[src/rtl/pair_arith_pkg.sv]
package pair_arith_pkg;

    localparam int PAIR_W    = 16;
    localparam int OPC_W     = 8;
    localparam int NUM_PAIRS = 4;
    localparam int SEL_W     = 2;
    localparam int FN_W      = 4;
    localparam int FLAG_W    = 8;

    // flag bit positions inside the flag byte
    localparam int FLG_Z = 7;
    localparam int FLG_N = 6;
    localparam int FLG_H = 5;
    localparam int FLG_C = 4;

    localparam logic [FLAG_W-1:0] FLAG_LIVE_MASK = 8'hF0;

    // low-nibble function codes
    localparam logic [FN_W-1:0] FN_ADD = 4'h9;
    localparam logic [FN_W-1:0] FN_INC = 4'h3;
    localparam logic [FN_W-1:0] FN_DEC = 4'hB;

    localparam logic [SEL_W-1:0] SEL_HL = 2'd2;

    typedef enum logic [1:0] {
        OPK_NONE,
        OPK_ADD,
        OPK_INC,
        OPK_DEC
    } op_kind_e;

    typedef struct packed {
        op_kind_e         kind;
        logic [SEL_W-1:0] sel;
        logic             illegal;
    } dec_t;

endpackage

[src/rtl/pair_op_decode.sv]
module pair_op_decode
    import pair_arith_pkg::*;
(
    input  logic [OPC_W-1:0] opcode_i,
    output dec_t             dec_o
);

    localparam int HI_LSB = FN_W + SEL_W;

    logic hi_clear;

    assign hi_clear = (opcode_i[OPC_W-1:HI_LSB] == '0);

    always_comb begin
        dec_o.sel  = opcode_i[HI_LSB-1:FN_W];
        dec_o.kind = OPK_NONE;
        if (hi_clear) begin
            unique case (opcode_i[FN_W-1:0])
                FN_ADD:  dec_o.kind = OPK_ADD;
                FN_INC:  dec_o.kind = OPK_INC;
                FN_DEC:  dec_o.kind = OPK_DEC;
                default: dec_o.kind = OPK_NONE;
            endcase
        end
        dec_o.illegal = (dec_o.kind == OPK_NONE);
    end

    always_comb begin
        AST_DEC_LEGAL_SHAPE: assert (dec_o.illegal || hi_clear);
    end

endmodule

[src/rtl/pair_addsub.sv]
module pair_addsub
    import pair_arith_pkg::*;
#(
    parameter int W      = PAIR_W,
    parameter int HALF_W = W - 4
) (
    input  logic [W-1:0] a_i,
    input  logic [W-1:0] b_i,
    input  op_kind_e     kind_i,
    output logic [W-1:0] res_o,
    output logic         half_o,
    output logic         carry_o
);

    localparam logic [W-1:0] ONE = {{(W-1){1'b0}}, 1'b1};

    logic [HALF_W:0] lo_sum;
    logic [W:0]      full_sum;

    assign lo_sum   = {1'b0, a_i[HALF_W-1:0]} + {1'b0, b_i[HALF_W-1:0]};
    assign full_sum = {1'b0, a_i} + {1'b0, b_i};

    always_comb begin
        res_o   = a_i;
        half_o  = 1'b0;
        carry_o = 1'b0;
        unique case (kind_i)
            OPK_ADD: begin
                res_o   = full_sum[W-1:0];
                half_o  = lo_sum[HALF_W];
                carry_o = full_sum[W];
            end
            OPK_INC: res_o = a_i + ONE;
            OPK_DEC: res_o = a_i - ONE;
            default: res_o = a_i;
        endcase
    end

endmodule

[src/rtl/pair_flag_merge.sv]
module pair_flag_merge
    import pair_arith_pkg::*;
(
    input  logic [FLAG_W-1:0] flags_i,
    input  op_kind_e          kind_i,
    input  logic              half_i,
    input  logic              carry_i,
    output logic [FLAG_W-1:0] flags_o
);

    logic is_add;

    assign is_add = (kind_i == OPK_ADD);

    for (genvar b = 0; b < FLAG_W; b++) begin : g_bit
        if (!FLAG_LIVE_MASK[b]) begin : g_pad
            assign flags_o[b] = 1'b0;
        end else if (b == FLG_N) begin : g_n
            assign flags_o[b] = is_add ? 1'b0 : flags_i[b];
        end else if (b == FLG_H) begin : g_h
            assign flags_o[b] = is_add ? half_i : flags_i[b];
        end else if (b == FLG_C) begin : g_c
            assign flags_o[b] = is_add ? carry_i : flags_i[b];
        end else begin : g_keep
            assign flags_o[b] = flags_i[b];
        end
    end

endmodule

[src/rtl/pair_arith_unit.sv]
module pair_arith_unit
    import pair_arith_pkg::*;
#(
    parameter int DATA_W = PAIR_W,
    parameter int HALF_W = DATA_W - 4
) (
    input  logic              clk_i,
    input  logic              rst_ni,
    input  logic              load_en_i,
    input  logic [SEL_W-1:0]  load_sel_i,
    input  logic [DATA_W-1:0] load_data_i,
    input  logic              flag_load_en_i,
    input  logic [FLAG_W-1:0] flag_load_data_i,
    input  logic              exec_en_i,
    input  logic [OPC_W-1:0]  opcode_i,
    output logic [DATA_W-1:0] bc_o,
    output logic [DATA_W-1:0] de_o,
    output logic [DATA_W-1:0] hl_o,
    output logic [DATA_W-1:0] sp_o,
    output logic [FLAG_W-1:0] flags_o,
    output logic              illegal_o
);

    typedef struct packed {
        logic [NUM_PAIRS-1:0][DATA_W-1:0] pairs;
        logic [FLAG_W-1:0]                flags;
        logic                             illegal;
    } state_t;

    state_t st_d, st_q;

    dec_t              dec;
    logic [DATA_W-1:0] opnd_a, opnd_b, alu_res;
    logic              alu_half, alu_carry;
    logic [SEL_W-1:0]  dest_sel;
    logic [FLAG_W-1:0] flags_next;

    pair_op_decode u_dec (
        .opcode_i (opcode_i),
        .dec_o    (dec)
    );

    // add: HL + pair; inc/dec: the pair itself
    assign opnd_b   = st_q.pairs[dec.sel];
    assign opnd_a   = (dec.kind == OPK_ADD) ? st_q.pairs[SEL_HL] : opnd_b;
    assign dest_sel = (dec.kind == OPK_ADD) ? SEL_HL : dec.sel;

    pair_addsub #(
        .W      (DATA_W),
        .HALF_W (HALF_W)
    ) u_addsub (
        .a_i     (opnd_a),
        .b_i     (opnd_b),
        .kind_i  (dec.kind),
        .res_o   (alu_res),
        .half_o  (alu_half),
        .carry_o (alu_carry)
    );

    pair_flag_merge u_flags (
        .flags_i (st_q.flags),
        .kind_i  (dec.kind),
        .half_i  (alu_half),
        .carry_i (alu_carry),
        .flags_o (flags_next)
    );

    always_comb begin
        st_d         = st_q;
        st_d.illegal = 1'b0;
        if (exec_en_i) begin
            if (dec.illegal) begin
                st_d.illegal = 1'b1;
            end else begin
                st_d.pairs[dest_sel] = alu_res;
                st_d.flags           = flags_next;
            end
        end else begin
            if (load_en_i) begin
                st_d.pairs[load_sel_i] = load_data_i;
            end
            if (flag_load_en_i) begin
                st_d.flags = flag_load_data_i & FLAG_LIVE_MASK;
            end
        end
    end

    always_ff @(posedge clk_i) begin
        if (!rst_ni) begin
            st_q <= '0;
        end else begin
            st_q <= st_d;
        end
    end

    assign bc_o      = st_q.pairs[0];
    assign de_o      = st_q.pairs[1];
    assign hl_o      = st_q.pairs[2];
    assign sp_o      = st_q.pairs[3];
    assign flags_o   = st_q.flags;
    assign illegal_o = st_q.illegal;

    // ---------------- assertions ----------------
    AST_FLAG_PAD_ZERO: assert property (@(posedge clk_i) disable iff (!rst_ni)
        flags_o[3:0] == '0);

    AST_ADD_N_CLEAR: assert property (@(posedge clk_i) disable iff (!rst_ni)
        exec_en_i && dec.kind == OPK_ADD |=>
        !flags_o[FLG_N] && flags_o[FLG_Z] == $past(flags_o[FLG_Z]));

    AST_INCDEC_FLAGS_HOLD: assert property (@(posedge clk_i) disable iff (!rst_ni)
        exec_en_i && (dec.kind == OPK_INC || dec.kind == OPK_DEC) |=> $stable(flags_o));

    AST_INC_HL_STEP: assert property (@(posedge clk_i) disable iff (!rst_ni)
        exec_en_i && dec.kind == OPK_INC && dec.sel == SEL_HL |=>
        hl_o == DATA_W'($past(hl_o) + 1'b1));

    AST_DEC_SP_STEP: assert property (@(posedge clk_i) disable iff (!rst_ni)
        exec_en_i && dec.kind == OPK_DEC && dec.sel == 2'd3 |=>
        sp_o == DATA_W'($past(sp_o) - 1'b1));

    AST_ILLEGAL_PULSE: assert property (@(posedge clk_i) disable iff (!rst_ni)
        exec_en_i && dec.illegal |=> illegal_o);

    AST_ILLEGAL_ONLY_AFTER_EXEC: assert property (@(posedge clk_i) disable iff (!rst_ni)
        !exec_en_i |=> !illegal_o);

    AST_ILLEGAL_NO_WRITE: assert property (@(posedge clk_i) disable iff (!rst_ni)
        exec_en_i && dec.illegal |=>
        $stable(bc_o) && $stable(de_o) && $stable(hl_o) && $stable(sp_o) && $stable(flags_o));

    AST_IDLE_HOLD: assert property (@(posedge clk_i) disable iff (!rst_ni)
        !exec_en_i && !load_en_i && !flag_load_en_i |=>
        $stable(bc_o) && $stable(de_o) && $stable(hl_o) && $stable(sp_o) && $stable(flags_o));

endmodule

[config.mk]
export PLATFORM = sky130hd
export DESIGN_NAME = pair_arith_unit
export DESIGN_NICKNAME = d
export VERILOG_FILES = /design/src/rtl/pair_arith_pkg.sv /design/src/rtl/pair_op_decode.sv /design/src/rtl/pair_addsub.sv /design/src/rtl/pair_flag_merge.sv /design/src/rtl/pair_arith_unit.sv
export SDC_FILE = /design/constraint.sdc
export NUM_CORES = 1
export LEC_CHECK = 0
export BUFFER_PORTS_ARGS = -buffer_cell sky130_fd_sc_hd__buf_4
export CAP_MARGIN = 15
export CELL_PAD_IN_SITES_DETAIL_PLACEMENT = 1
export CELL_PAD_IN_SITES_GLOBAL_PLACEMENT = 1
export CORE_AREA = 3 3 139 107
export DETAILED_ROUTE_END_ITERATION = 10
export DIE_AREA = 0 0 142 110
export PLACE_DENSITY_LB_ADDON = 0.2
export REMOVE_ABC_BUFFERS = 1
export SLEW_MARGIN = 0
export SYNTH_ARGS = -nofsm -noshare
export SYNTH_HDL_FRONTEND = slang
export SYNTH_SLANG_ARGS = --single-unit
export TNS_END_PERCENT = 10
[constraint.sdc]
create_clock -name clk_i -period 4.9 [get_ports clk_i]
set_clock_uncertainty 0.05 [all_clocks]
set_input_delay 0.49 -clock clk_i [delete_from_list [all_inputs] [get_ports clk_i]]
set_output_delay 0.49 -clock clk_i [all_outputs]
set_load 0.03 [all_outputs]
==> impl_metrics.json, run 1 <==
{
  "reg2reg_slack_ps": 810,
  "netlist.top_cell.by_area": "dfxtp_1",
  "dieArea_um2": 15620,
  "antennaDiodeCount": 0,
  "ir_drop_mv": 0.1633,
  "cp-end-kind": "flop",
  "fin_nets": 871,
  "slew_violations": 0,
  "drc": 0,
  "cts_root_buf": "clkbuf_16",
  "start_util": 0.4062,
  "setup_viol": 0,
  "worst_slew_pin_slew_ps": 1185,
  "crit_fanout": 20,
  "synthFlopType": "dfxtp_1",
  "cts_tree": "yes",
  "period_needed_ps": 4330,
  "dp_slack_ps": 284.9,
  "cts.sinks": 69,
  "ys_ff_latch": 69,
  "hold_class": "in2reg",
  "drive_gt1_frac": 0.2097,
  "hold_start": "flag_load_data_i[7]",
  "worstPathRequired_ps": 5040,
  "ys_types": 65,
  "maxCapViolCount": 0,
  "grt.overflow.total": 0,
  "grt_max_degree": 54,
  "status": "finished clean",
  "holdWs_ps": 353.1,
  "die_y_um": 110,
  "holdPathEnd": "flags_o[7]$_SDFFE_PN0P_",
  "critPathKind": "in2reg",
  "arrival_ps": 4470,
  "core_area_um2": 13660,
  "portBuffers": 103,
  "powerDensity_nw_per_um2": 239.2,
  "ys_top_cells_by_area": "dfxtp_1 25%, ha_1 7.7%, mux4_2 6.5%",
  "vias_per_cell": 6.286,
  "cts_made_buffers": 9,
  "via_count": 6135,
  "synth_seq_area_share": 0.2490,
  "grt_pass1_wl_um": 34240,
  "period_share": 0.8837,
  "syn_area_um2": 5548,
  "path_clk_slew_ps": 60,
  "r2r-end": "sp_o[12]$_SDFFE_PN0P_",
  "routed_wl_um": 22340,
  "syn_avg_cell_area_um2": 7.803,
  "max_slew_margin": 0.2087,
  "power.leakage_nw": 2.963,
  "timing.rr.start": "hl_o[0]$_SDFFE_PN0P_",
  "clockBufferDepth": 2,
  "die_w_um": 142,
  "drt_iter0_markers": 481,
  "place.gp.congestion": 0.9554,
  "rows": 37,
  "antenna_found_initial": 0,
  "holdBufCountCts": 0,
  "postCtsSetupBuffers": 0,
  "routedWlPerCell_um": 22.89,
  "grt.total_usage": 0.2825,
  "clkLatencyLatePin_ps": 340,
  "setup_slack_ps": 569.8,
  "grt_pass1_vias": 6170,
  "cp-start-kind": "input pin",
  "async_reset_ff_frac": 0,
  "dp_hpwl_um": 16360,
  "cts_resized": 0,
  "synth_top_area_share": 0.2490,
  "areaGrowthSynthToFinish_pct": 23.41,
  "r2r_cells": 13,
  "yosys_warnings": 0,
  "rsz0062_at_grt": "no",
  "min_path_cells": 3,
  "io_pins": 112,
  "syn-instance-count": 711,
  "finalHoldViolations": 0,
  "synth-edff-count": 0,
  "timing.fmax_mhz": 230.9,
  "firstDrtPassIters": 5,
  "htreeDepth": 3,
  "fin_util": 0.5013,
  "postRouteAntennaNets": 0
}
-- kinds of logic (layout without fill, tap and decap cells) --
group                    after synthesis  count (layout)  share of synthesized area
AO/OA/AOI/OAI                        270             270                     0.3171
multiplexers                          23              23                    0.07803
flip-flops                            69              69                     0.2490
other                                  1               4                  0.0006759
adder cells (fa/ha/maj)               36              36                    0.08390
buffers and inverters                 64             151                    0.04646
XOR/XNOR                              15              15                    0.02368
AND/OR/NAND/NOR                      233             233                     0.2012
-- sequential cells by signal, summed over array words and instances (netlist names) --
| signal | cells |
|---|---|
| hl_o | 16 |
| bc_o | 16 |
| flags_o | 4 |
| illegal_o | 1 |
| sp_o | 16 |
| de_o | 16 |
-- placed cells by master, fill, tap and decap left out, types with 3 or more instances in the layout --
| master | count |
|---|---|
| a211o_1 | 3 |
| a211oi_1 | 18 |
| a21boi_0 | 5 |
| a21o_1 | 8 |
| a21oi_1 | 58 |
| a21oi_2 | 4 |
| a221oi_1 | 3 |
| a22oi_1 | 14 |
| a2bb2oi_1 | 7 |
| a31oi_1 | 19 |
| and2_1 | 4 |
| and3_1 | 8 |
| buf_12 | 3 |
| buf_4 | 118 |
| clkbuf_16 | 9 |
| conb_1 | 4 |
| dfxtp_1 | 69 |
| ha_1 | 34 |
| inv_1 | 14 |
| mux2i_1 | 5 |
| mux4_2 | 16 |
| nand2_1 | 84 |
| nand2b_1 | 16 |
| nand3_1 | 13 |
| nand4_1 | 4 |
| nor2_1 | 54 |
| nor2b_1 | 17 |
| nor3_1 | 9 |
| nor4_1 | 4 |
| o211a_1 | 3 |
| o211ai_1 | 13 |
| o21a_1 | 7 |
| o21ai_0 | 68 |
| o221ai_1 | 7 |
| o22a_1 | 9 |
| o22ai_2 | 3 |
| o31ai_1 | 4 |
| or3_1 | 8 |
| xnor2_1 | 9 |
| xor2_1 | 6 |
-- critical path: stages --
cell,delay (ps)
buf_4,120
or4b_4,570
nor2_1,210
buf_12,200
nand2_1,70
nand2_1,180
inv_1,90
fa_1,430
nor2b_1,120
o21ai_0,110
a21oi_1,280
o21ai_0,110
a21oi_1,500
nor2_1,110
a211o_1,310
a211oi_1,400
a211oi_1,150
-- how the worst max path moves through the flow --
stage | start | to | cells past startpoint
after floorplan | opcode_i[2] | bc_o[10]$_SDFFE_PN0P_ | 14
after global placement | opcode_i[2] | bc_o[10]$_SDFFE_PN0P_ | 18
after detailed placement | opcode_i[2] | bc_o[10]$_SDFFE_PN0P_ | 18
after CTS | opcode_i[2] | hl_o[10]$_SDFFE_PN0P_ | 18
after global routing | opcode_i[2] | de_o[12]$_SDFFE_PN0P_ | 17
final | opcode_i[2] | sp_o[12]$_SDFFE_PN0P_ | 17
-- area by class of cell --
cell class	instances	area, µm²
Sequential cell	69	1381
Fill cell	1661	6810
Clock inverter	4	47.55
Multi-Input combinational cell	581	3954
Inverter	14	52.55
Clock buffer	12	246.5
Timing Repair Buffer	121	945.9
Tap cell	175	219.0
-- where the power goes --
group / switching [mW] / internal [mW]
logic: 0.238 / 0.137
registers: 0.0199 / 0.585
clock network: 0.251 / 0.407
total: 0.509 / 1.13
-- Yosys cell counts (3+ instances only) --
cell type  count
mux2i_1        5
buf_1          3
a21oi_2        3
a31oi_1       19
inv_1         14
nor2_1        54
a21o_1         8
nand3_1       13
nor3_1        10
o21a_1         7
buf_4          4
a211oi_1      18
clkbuf_1      41
o221ai_1       7
o211ai_1      13
o22a_1         9
mux4_2        16
a221oi_1       3
o31ai_1        4
xnor2_1        9
nand4_1        4
nand2_1       84
o21ai_0       68
or3_1          8
o22ai_1        4
nand2b_1      16
and2_1         4
nor2b_1       17
dfxtp_1       69
a21oi_1       59
xor2_1         6
a21boi_0       5
o211a_1        3
a22oi_1       14
ha_1          34
and3_1         8
nor4_1         4
a2bb2oi_1      7
a211o_1        3
-- per-stage QoR --
stage                     total power [mW]  instance area, µm²  TNS, ps  std cells
after floorplan                     0.8258                5354   -132.0        664
after global placement              0.9743                6553        0        960
after detailed placement            0.9863                6553        0        960
after CTS                            1.637                6847        0        976
after global routing                 1.697                6847        0        976
final                                1.638                6847        0        976
-- layer usage --
metal	vias up	share of wire	global-route usage
li1	2828	-	-
met3	32	0.063	0.04097
met1	3022	0.45	0.3837
met5	-	0	0
met4	0	0.018	0.08836
met2	253	0.47	0.4677
No activity file was read; power rests on OpenSTA's default activity.
==> run 2: changes to the inputs <==
--- a/config.mk
+++ b/config.mk
@@ -9,9 +9,10 @@
 export CAP_MARGIN = 15
 export CELL_PAD_IN_SITES_DETAIL_PLACEMENT = 1
 export CELL_PAD_IN_SITES_GLOBAL_PLACEMENT = 1
-export CORE_AREA = 3 3 139 107
+export CORE_AREA = 3 3 137 106
+export CTS_BUF_LIST = sky130_fd_sc_hd__clkbuf_2 sky130_fd_sc_hd__clkbuf_4 sky130_fd_sc_hd__clkbuf_8
 export DETAILED_ROUTE_END_ITERATION = 10
-export DIE_AREA = 0 0 142 110
+export DIE_AREA = 0 0 140 109
 export PLACE_DENSITY_LB_ADDON = 0.2
 export REMOVE_ABC_BUFFERS = 1
 export SLEW_MARGIN = 0
==> impl_metrics.json, run 2 (same netlist as run 1, synthesis figures left out) <==
{
  "routed_wl_um": 21990,
  "antenna_found_initial": 0,
  "crit_chain": "buf_4 > or4b_4 > nor2_1 > buf_12 > nand2_1 > nand2_1 > inv_1 > fa_1 > nor2b_1 > o21ai_0 > a21oi_1 > o21ai_0 > a21oi_1 > nor2_1 > a211o_1 > a211oi_1 > a211oi_1",
  "cp.depth": 17,
  "stdcell_area_um2": 6753,
  "fill_cells": 1651,
  "crit_slowest_cell": "or4b_4",
  "r2r_cells": 13,
  "die_y_um": 109,
  "setup_viol": 0,
  "maxCapViolCount": 0,
  "grt_pass1_vias": 6245,
  "cts_root_buf": "clkbuf_8",
  "final_common_cell": "buf_4",
  "critPathBufInv": 3,
  "grt_max_degree": 54,
  "grt.total_usage": 0.2866,
  "arrival_ps": 4400,
  "holdBufCountCts": 0,
  "cts_made_buffers": 9,
  "seqCellArea_um2": 1381,
  "worstPathRequired_ps": 5070,
  "cp-start-kind": "input pin",
  "multi_input_area_um2": 3954,
  "holdWs_ps": 331.0,
  "dp_hpwl_um": 16330,
  "start_util": 0.4247,
  "crit_fanout": 20,
  "core_area_um2": 13060,
  "powerDensity_nw_per_um2": 221.4,
  "most-common-layout-cells": "120 x buf_4, 84 x nand2_1, 69 x dfxtp_1",
  "clockBufferDepth": 2,
  "place.gp.congestion": 0.9398,
  "cts_resized": 0,
  "io_pins": 112,
  "dieArea_um2": 15260,
  "path_clk_slew_ps": 90,
  "total_power_mw": 1.495,
  "worst_slew_pin_slew_ps": 1217,
  "antennaDiodeCount": 0,
  "ir_drop_mv": 0.1812,
  "grt_pass1_wl_um": 34440,
  "die_w_um": 140,
  "postPlaceCellArea_um2": 6543,
  "slew_violations": 0,
  "drive_gt1_frac": 0.2132,
  "portBuffers": 103,
  "routedWlPerCell_um": 22.60,
  "cts_tree": "yes",
  "cp-end-kind": "flop",
  "htreeDepth": 3,
  "status": "finished clean",
  "max_slew_margin": 0.1872,
  "period_share": 0.8632,
  "hold_class": "in2reg",
  "drc": 0,
  "period_needed_ps": 4230,
  "critPathTopFamily": "compound AO/OA/AOI/OAI gates",
  "cts.sinks": 69,
  "fin_nets": 872,
  "areaGrowthSynthToFinish_pct": 21.72,
  "grt.overflow.total": 0,
  "timing.fmax_mhz": 236.4,
  "rsz0062_at_grt": "no",
  "firstDrtPassIters": 5,
  "via_count": 6088,
  "drt_iter0_markers": 356,
  "critPathKind": "in2reg",
  "postRouteAntennaNets": 0,
  "clkLatencyLatePin_ps": 370,
  "postCtsSetupBuffers": 0,
  "setup_slack_ps": 670.2,
  "power.leakage_nw": 2.922,
  "finalHoldViolations": 0,
  "dp_slack_ps": 365.8,
  "min_path_cells": 3,
  "vias_per_cell": 6.257,
  "rows": 36,
  "slowest_delay_ps": 580
}
==> run 2: cell type report <==
| cell class | instances | share of cell area |
|---|---|---|
| Sequential cell | 69 | 0.2046 |
| Timing Repair Buffer | 122 | 0.1393 |
| Tap cell | 171 | 0.03168 |
| Inverter | 14 | 0.007782 |
| Clock buffer | 11 | 0.02242 |
| Multi-Input combinational cell | 581 | 0.5855 |
| Clock inverter | 5 | 0.008709 |
==> run 2: path summary, 6_finish.rpt <==
kind                                               from  slack (ps)                 endpoint
worst max register to register     hl_o[0]$_SDFFE_PN0P_         830    de_o[12]$_SDFFE_PN0P_
worst min register to register  flags_o[6]$_SDFFE_PN0P_         430  flags_o[6]$_SDFFE_PN0P_
worst min-delay path                flag_load_data_i[6]         330  flags_o[6]$_SDFFE_PN0P_
worst max-delay path                        opcode_i[2]         670    de_o[12]$_SDFFE_PN0P_
==> run 2: metrics by stage <==
stage	util	cells	TNS, ps
4_1_cts	0.5170	973	0
3_3_place_gp	0.5009	957	0
6_report	0.5170	973	0
5_1_grt	0.5170	973	0
2_1_floorplan	-	664	-132.0
3_5_place_dp	0.5009	957	0
==> run 2: worst reg2reg max path: cells and delay by family (launching register included) <==
family	cells	cell delay, ps
flops	1	370
fa+ha+maj	2	650
compound gates	6	1550
mux	2	910
simple gates	3	420
==> run 2: per-layer routing <==
layer	track usage	wire, µm	share of wire	vias to the layer above
met5	0	0	0	-
met4	0.09198	469	0.021	0
met3	0.05699	1411	0.064	39
met1	0.3769	9995	0.45	3009
met2	0.4777	10110	0.46	215
li1	-	-	-	2825
==> run 2: power by group <==
part | internal (mW) | switching (mW) | total (mW)
Clock | 0.263 | 0.255 | 0.518
Combinational | 0.137 | 0.236 | 0.373
Sequential | 0.584 | 0.0205 | 0.605
Total | 0.984 | 0.511 | 1.50
==> run 3: changes to the inputs <==
--- a/config.mk
+++ b/config.mk
@@ -9,10 +9,11 @@
 export CAP_MARGIN = 15
 export CELL_PAD_IN_SITES_DETAIL_PLACEMENT = 1
 export CELL_PAD_IN_SITES_GLOBAL_PLACEMENT = 1
-export CORE_AREA = 3 3 137 106
+export CORE_AREA = 2 2 136 105
 export CTS_BUF_LIST = sky130_fd_sc_hd__clkbuf_2 sky130_fd_sc_hd__clkbuf_4 sky130_fd_sc_hd__clkbuf_8
 export DETAILED_ROUTE_END_ITERATION = 10
-export DIE_AREA = 0 0 140 109
+export DIE_AREA = 0 0 138 107
+export GPL_TIMING_DRIVEN = 0
 export PLACE_DENSITY_LB_ADDON = 0.2
 export REMOVE_ABC_BUFFERS = 1
 export SLEW_MARGIN = 0
==> impl_metrics.json, run 3 (same netlist as run 1, synthesis figures left out) <==
{
  "antenna_found_initial": 0,
  "postRouteAntennaNets": 0,
  "holdBufCountCts": 0,
  "routed_wl_um": 21820,
  "worst_slew_pin_slew_ps": 1200,
  "dp_hpwl_um": 15870,
  "power.switching_uw": 506.9,
  "areaGrowthSynthToFinish_pct": 20.88,
  "switching_share": 0.3458,
  "drc": 0,
  "rows": 37,
  "critPathKind": "in2reg",
  "hold_class": "in2reg",
  "timing.fmax_mhz": 222.1,
  "firstDrtPassIters": 5,
  "grt.overflow.total": 0,
  "max_slew_margin": 0.1984,
  "cts_tree": "yes",
  "grt.total_usage": 0.2914,
  "grt_max_degree": 54,
  "clockBufferDepth": 2,
  "cts_made_buffers": 9,
  "setup_slack_ps": 397.0,
  "cp-end-kind": "flop",
  "vias_per_cell": 6.380,
  "sequentialPowerShare": 0.412,
  "io_pins": 112,
  "via_count": 6144,
  "core_area_um2": 13430,
  "dp_slack_ps": -593.2,
  "fill_cells": 1628,
  "total_power_mw": 1.466,
  "cp-start-kind": "input pin",
  "crit_fanout": 28,
  "power.leakage_nw": 2.875,
  "die_y_um": 107,
  "postCtsSetupBuffers": 0,
  "drive_gt1_frac": 0.2056,
  "powerDensity_nw_per_um2": 218.6,
  "rsz0062_at_grt": "no",
  "period_share": 0.9190,
  "dp_cells": 947,
  "antennaDiodeCount": 0,
  "routedWlPerCell_um": 22.66,
  "most-common-layout-cells": "105 x buf_4, 83 x nand2_1, 69 x dfxtp_1",
  "cts.sinks": 69,
  "grt_pass1_vias": 6284,
  "fin_nets": 858,
  "place.gp.congestion": 0.9155,
  "arrival_ps": 4670,
  "period_needed_ps": 4503,
  "finalHoldViolations": 0,
  "fin_cells": 963,
  "slew_violations": 0,
  "grt_pass1_wl_um": 34410,
  "maxCapViolCount": 0,
  "htreeDepth": 3,
  "portBuffers": 103,
  "status": "finished clean",
  "clkLatencyLatePin_ps": 370,
  "cts_root_buf": "clkbuf_8",
  "dieArea_um2": 14770,
  "start_util": 0.4132,
  "worstPathRequired_ps": 5070,
  "final_common_cell": "buf_4",
  "p_int_uw": 959.2,
  "pwr-share-comb": 0.256,
  "path_clk_slew_ps": 80,
  "drt_iter0_markers": 511,
  "pwr-share-clk": 0.332,
  "ir_drop_mv": 0.1278,
  "die_w_um": 138,
  "setup_viol": 0
}
-- run 3: cell count changes in the layout (fill, tap and decap cells not counted), moves of 2 or more --
cell      delta
buf_4       -15
buf_16       +3
buf_12       -2
clkbuf_8     -2
-- run 3: routing by layer --
metal / global-route usage / vias to the layer above / share of wire / wire [µm]
li1: - / 2800 / - / -
met1: 0.3767 / 3020 / 0.44 / 9530
met2: 0.5025 / 283 / 0.47 / 10330
met3: 0.05092 / 41 / 0.073 / 1584
met4: 0.08382 / 0 / 0.017 / 380
met5: 0 / - / 0 / 0
-- run 3: worst max-delay path, stage by stage --
cell,delay (ps)
buf_4,120
nor4b_2,570
buf_4,280
nand2_4,230
mux2_2,380
ha_1,230
fa_1,420
nand3_1,130
a21oi_1,100
o21ai_0,320
nand3_1,160
a31oi_1,330
nor2b_1,160
a21o_1,180
a211oi_1,430
a211oi_1,140
-- run 3: path summary, 6_finish.rpt --
path | to | slack [ps] | startpoint | depth (start not counted)
max | sp_o[12]$_SDFFE_PN0P_ | 400 | opcode_i[2] | 16
min | flags_o[7]$_SDFFE_PN0P_ | 310 | flag_load_data_i[7] | 3
max reg2reg | sp_o[12]$_SDFFE_PN0P_ | 850 | hl_o[0]$_SDFFE_PN0P_ | 13
min reg2reg | flags_o[7]$_SDFFE_PN0P_ | 410 | flags_o[7]$_SDFFE_PN0P_ | 2
-- run 3: area by class of cell --
class | count | area [µm²] | share of cell area
multi-input combinational | 581 | 3988 | 0.5946
sequential | 69 | 1381 | 0.2060
timing repair buffer | 108 | 870.8 | 0.1299
tap | 175 | 219.0 | 0.03265
clock buffer | 10 | 131.4 | 0.01959
clock inverter | 6 | 63.81 | 0.009515
inverter | 14 | 52.55 | 0.007836
-- run 3: per-stage QoR --
step	hold WS (ps)	area, µm²	setup TNS [ps]	util
global placement	395.7	6346	-97120	0.4727
global route	329.8	6706	0	0.4995
finish	314.2	6706	0	0.4995
CTS	315.7	6690	0	0.4983
floorplan	532.1	5354	-132.0	-
detailed placement	407.6	6487	-12290	0.4832
-- run 3: power groups by stage --
stage | Combinational [mW] | Sequential [mW] | Clock (mW)
2_1_floorplan | 0.168 | 0.658 | 0
3_3_place_gp | 0.346 | 0.615 | 0
3_5_place_dp | 0.366 | 0.617 | 0
4_1_cts | 0.369 | 0.604 | 0.492
5_1_grt | 0.400 | 0.607 | 0.513
6_report | 0.375 | 0.604 | 0.487
-- run 3: timing repair --
| action | CTS | global route |
|---|---|---|
| pin swaps | 0 | 0 |
| endpoints found under the setup margin | 14 | 9 |
| gates resized for setup | 2 | 4 |
